===== src/rtl/mpcm_pixel_coder.sv =====
module mpcm_pixel_coder #(
  parameter int IMG_WIDTH      = 64,
  parameter int PIX_BITS       = 8,
  parameter int LANES_PER_PORT = 8
) (
  input  logic                                 clk,
  input  logic                                 rst_n,
  input  logic [$clog2(PIX_BITS)-1:0]          cfg_l0,
  input  logic [$clog2(PIX_BITS)-1:0]          cfg_lk,
  input  logic [$clog2(PIX_BITS)-1:0]          cfg_mk,
  input  logic                                 in_valid,
  output logic                                 in_ready,
  input  logic                                 in_sof,
  input  logic [LANES_PER_PORT*PIX_BITS-1:0]   in_pix_a,
  input  logic [LANES_PER_PORT*PIX_BITS-1:0]   in_pix_b,
  output logic                                 out_valid,
  input  logic                                 out_ready,
  output logic                                 out_sof,
  output logic [2*LANES_PER_PORT*PIX_BITS-1:0] out_code,
  output logic [4*LANES_PER_PORT-1:0]          out_phase
);
  localparam int LANES = 2 * LANES_PER_PORT;
  localparam int PW    = $clog2(PIX_BITS);
  localparam int BPR   = IMG_WIDTH / LANES;
  localparam int BW    = (BPR > 1) ? $clog2(BPR) : 1;
  localparam logic [PW:0] MAXKEEP = PIX_BITS - 1;

  logic [PW-1:0] l0_q, lk_q, mk_q;
  logic [PW-1:0] l0_e, lk_e, mk_e, l0_c, mk_c;
  logic [BW-1:0] beat_q, beat_cur;
  logic          row_q, row_cur;
  logic          take;
  logic [LANES*PIX_BITS-1:0] code_d;
  logic [2*LANES-1:0]        phase_d;

  assign in_ready = !out_valid || out_ready;
  assign take     = in_valid && in_ready;

  assign l0_c = (cfg_l0 > cfg_lk) ? cfg_lk : cfg_l0;
  assign mk_c = ({1'b0, cfg_lk} + {1'b0, cfg_mk} > MAXKEEP) ? PW'(MAXKEEP - {1'b0, cfg_lk}) : cfg_mk;

  assign l0_e = in_sof ? l0_c   : l0_q;
  assign lk_e = in_sof ? cfg_lk : lk_q;
  assign mk_e = in_sof ? mk_c   : mk_q;

  assign beat_cur = in_sof ? '0   : beat_q;
  assign row_cur  = in_sof ? 1'b0 : row_q;

  genvar i;
  generate
    for (i = 0; i < LANES; i++) begin : g_lane
      logic [PIX_BITS-1:0] pix, keep_mask;
      if (i < LANES_PER_PORT) begin : g_a
        assign pix = in_pix_a[i*PIX_BITS +: PIX_BITS];
      end else begin : g_b
        assign pix = in_pix_b[(i-LANES_PER_PORT)*PIX_BITS +: PIX_BITS];
      end
      assign keep_mask = {PIX_BITS{1'b1}} >> ({1'b0, lk_e} + {1'b0, mk_e});
      assign phase_d[2*i +: 2] = {row_cur, 1'(i % 2)};
      assign code_d[i*PIX_BITS +: PIX_BITS] = (row_cur || (i % 2 == 1)) ?
             ((pix >> lk_e) & keep_mask) : (pix >> l0_e);
    end
  endgenerate

  always_ff @(posedge clk or negedge rst_n) begin
    if (!rst_n) begin
      l0_q <= '0; lk_q <= '0; mk_q <= '0;
      beat_q <= '0; row_q <= 1'b0;
      out_valid <= 1'b0; out_sof <= 1'b0;
      out_code <= '0; out_phase <= '0;
    end else begin
      if (take) begin
        l0_q <= l0_e; lk_q <= lk_e; mk_q <= mk_e;
        if (beat_cur == BW'(BPR - 1)) begin
          beat_q <= '0;
          row_q  <= !row_cur;
        end else begin
          beat_q <= beat_cur + 1'b1;
          row_q  <= row_cur;
        end
        out_valid <= 1'b1;
        out_sof   <= in_sof;
        out_code  <= code_d;
        out_phase <= phase_d;
      end else if (out_ready) begin
        out_valid <= 1'b0;
      end
    end
  end
endmodule



===== config.mk =====
export PLATFORM = sky130hd
export DESIGN_NAME = mpcm_pixel_coder
export DESIGN_NICKNAME = d
export VERILOG_FILES = /design/src/rtl/mpcm_pixel_coder.sv
export SDC_FILE = /design/constraint.sdc
export NUM_CORES = 1
export LEC_CHECK = 0
export BUFFER_PORTS_ARGS = -buffer_cell sky130_fd_sc_hd__buf_4
export CORE_MARGIN = 2
export CORE_UTILIZATION = 31
export DETAILED_ROUTE_END_ITERATION = 16
export PLACE_DENSITY_LB_ADDON = 0.15
export SLEW_MARGIN = 20
export SYNTH_ARGS = -nofsm -noshare
export SYNTH_HDL_FRONTEND = slang
export SYNTH_SLANG_ARGS = --single-unit

===== constraint.sdc =====
create_clock -name clk -period 8.7 [get_ports clk]
set_input_delay 0.435 -clock clk [delete_from_list [all_inputs] [get_ports clk]]
set_output_delay 0.435 -clock clk [all_outputs]
set_load 0.005 [all_outputs]

==> flow_summary_export.csv <==
group,metric,value,unit
cts,htree_levels,4,
global_route,grt_overflow,0,
setup_path,cp-end-kind,"flop",
cts,cts-root-buf,"clkbuf_16",
global_route,grt_pass1_vias,11237,
pwr,p_switching,1.14,mW
final_layout,nets,1668,
synthesis,synth_edf_count,0,
sta,fin_worst_hold_slack,-2.33,ps
placed_design,dpl_cell_area,12900,sq um
pwr,p_total,2.81,mW
die,dieArea,35600,sq um
final_layout,num_antenna_cells,0,
pwr,p_sw_frac,0.407,
setup_path,arrival,4520,ps
placed_design,gp_congestion,1.00,
run_status,violations,"negative hold slack",
sta,max_freq,242,MHz
placed_design,port_buffers,296,
cts,clk-insertion-delay-late,460,ps
final_layout,final_common_cell,"buf_4",
sta,tightest_slew,1200,ps
sta,slew_viol_final,0,
setup_path,crit_required,9090,ps
drt,vias,11423,
cts,cts_made_buffers,17,
synthesis,synth.avg_cell_area,8.05,sq um
drt,avgRoutedWirePerCell,24.7,um
cts,cts_tree,"built",
sta,relSlewSlack,0.199,
synthesis,synthArstFlopShare,1.00,
synthesis,synth_top_area_cell,"dfrtp_1",
run,maxCapViolCount,0,
global_route,grt_use_total,0.270,
final_layout,fillers,3507,
cts,ctsHoldBuffers,0,
cts,cts_max_path_buffers,2,
cts,postCtsSetupBuffers,0,
synthesis,synthTopCellsByArea,"dfrtp_1 (34%), mux2i_1 (12%), nand2_1 (10%), a21oi_1 (5.3%), a22o_1 (3.5%)",
setup_path,critical_path.cell_chain,"buf_4 > ha_1 > a31o_2 > a21oi_1 > nor2_1 > a21oi_1 > a21oi_1 > ha_1 > fa_1 > or2_1 > a21oi_1 > and3_1 > nand2_1 > nor3_2 > a22o_1",
synthesis,syn_inst,1312,
global_route,antenna_found_initial,0,
cts,clk_pin_slew,70,ps
synthesis,synthFlopType,"dfrtp_1",
pwr,p_clk_frac,0.269,
pwr,intPower,1.66,mW
synthesis,ys_types,68,
final_layout,synthToLayoutAreaGrowth,27.8,%
drt,drc,0,
die,core,33500,sq um
synthesis,seq_area_frac_synth,0.341,
cts,clock_sinks,144,
final_layout,layout-drive-gt1-share,0.245,
drt,drt-pass1-iter-count,5,
sta,rsz0062_at_grt,"false",
run_status,status,"finished, violations left",
pwr,irDropWorstVdd,0.000146,V
setup_path,worstSetupPathType,"in2reg",
cts,cts.repair.resized,0,
drt,vias_per_cell,5.78,
setup_path,cpMostUsedCell,"a21oi_1",
sta,setup_viol,0,
drt,wl,48800,um
sta,finClkSkew,17.1,ps
die,dieWidth,189,um
final_layout,final_area,13500,sq um
setup_path,cp_slowest_cell,"nor3_2",
min_path,hold_path_class,"in2async",
placed_design,dpl.hpwl,35900,um
pwr,p_comb_frac,0.411,
sta,period_share,0.475,
sta,min_period,4130,ps
die,start_util,0.315,
synthesis,yosys_warnings,0,
pwr,power_density,208,nW/um^2
final_layout,final_cell_mix,"buf_4 (316), nand2_1 (288), dfrtp_1 (144)",
die,num_rows,67,
setup_path,worstSetupStartpointType,"input port",
synthesis,syn-cell-area,10600,sq um
drt,drt_iter0_drc,1121,
die,pin_count,305,
setup_path,crit_path_max_incr_delay,550,ps
die,die_h,189,um
synthesis,yosys_register_bits,144,
sta,hold_viol_final,3,
setup_path,path_max_fanout,10,
setup_path,r2r_cells,10,
sta,tns,0,ps
drt,antenna_left,0,
synthesis,yosysTopAreaCellShare,0.341,
global_route,grt_max_degree,81,
pwr,leakagePower,6.48,nW
pwr,power_frac_seq,0.319,
global_route,grt_first_pass_wirelength,72100,um
## critical path: cells and delay by family
| kind | cells | cell delay, ps |
|---|---|---|
| AO/OA/AOI/OAI | 6 | 1280 |
| buffers and inverters | 1 | 140 |
| adder cells (fa/ha/maj) | 3 | 980 |
| AND/OR/NAND/NOR | 5 | 1670 |
## worst paths after layout
path / from / endpoint / slack (ps)
setup / recovery: cfg_lk[1] / out_code[111]$_DFFE_PN0P_ / 4570
hold / removal: rst_n / out_code[72]$_DFFE_PN0P_ / -2
setup reg to reg: lk_q[1]$_DFFE_PN0P_ / out_code[111]$_DFFE_PN0P_ / 4600
hold reg to reg: beat_q[1]$_DFFE_PN0P_ / beat_q[1]$_DFFE_PN0P_ / 470
max in group asynchronous: rst_n / out_code[1]$_DFFE_PN0P_ / 7590
min in group clk: in_valid / out_valid$_DFFE_PN0P_ / 200
## power groups by stage
stage / clock, mW / combinational [mW] / sequential (mW)
floorplan: 0 / 0.629 / 0.886
global placement: 0 / 1.14 / 0.908
detailed placement: 0 / 1.15 / 0.908
CTS: 0.769 / 1.15 / 0.897
global route: 0.796 / 1.25 / 0.911
finish: 0.756 / 1.15 / 0.896
## routing by layer
metal  track usage  vias to the layer above  wire, um
met1         0.353                     5525     20300
met2         0.453                      619     23300
met4        0.0802                        0      1280
li1              -                     5199         -
met5             0                        -         0
met3        0.0492                       80      3930
## synthesized netlist by cell type, types with 6 or more instances
| master | instances |
|---|---|
| o21ai_1 | 38 |
| nand2_1 | 289 |
| a311oi_1 | 10 |
| a31oi_1 | 15 |
| dfrtp_1 | 144 |
| o22a_1 | 10 |
| nor2_1 | 55 |
| o21a_1 | 8 |
| a211oi_1 | 19 |
| buf_1 | 15 |
| buf_4 | 35 |
| o32a_1 | 6 |
| nand4_1 | 8 |
| o21ai_0 | 52 |
| clkbuf_1 | 63 |
| nand3_1 | 45 |
| a221oi_1 | 20 |
| mux2i_1 | 127 |
| ha_1 | 9 |
| a22o_1 | 42 |
| nor3_1 | 13 |
| and3_1 | 37 |
| o221ai_1 | 18 |
| a21oi_1 | 111 |
| o2bb2ai_1 | 7 |
| o22ai_1 | 21 |
| buf_2 | 23 |
## cell type report
type                            instances  area, sq um  area share
Multi-Input combinational cell       1028         6310       0.467
Sequential cell                       144         3600       0.267
Timing Repair Buffer                  318         2410       0.179
Inverter                                7         26.3     0.00195
Clock inverter                         15          164      0.0121
Tap cell                              448          561      0.0415
Clock buffer                           17          425      0.0315
## metrics by stage
stage,util,cells,setup slack [ps]
finish,0.403,1977,4570
global route,0.403,1977,4310
CTS,0.402,1976,4610
detailed placement,0.384,1944,4140
global placement,0.384,1944,4230
floorplan,-,1319,4960
## flip-flops by register name, indices dropped and copies added, names as in the netlist
register and flops:
out_valid 1, out_sof 1, out_phase 2, row_q 1
lk_q 3, mk_q 3, l0_q 3, beat_q 2
out_code 128
## kinds of logic (layout without fill, tap and decap cells)
kind of cell | count (synthesis) | in the layout | synth area share
AND/OR/NAND/NOR | 470 | 470 | 0.192
AO/OA/AOI/OAI | 407 | 407 | 0.256
buffers and inverters | 147 | 357 | 0.0702
flip-flops | 144 | 144 | 0.341
multiplexers | 132 | 132 | 0.127
adder cells (fa/ha/maj) | 10 | 10 | 0.0126
other | 1 | 8 | 0.000355
XOR/XNOR | 1 | 1 | 0.000829
No activity file was read; power rests on OpenSTA's default activity.
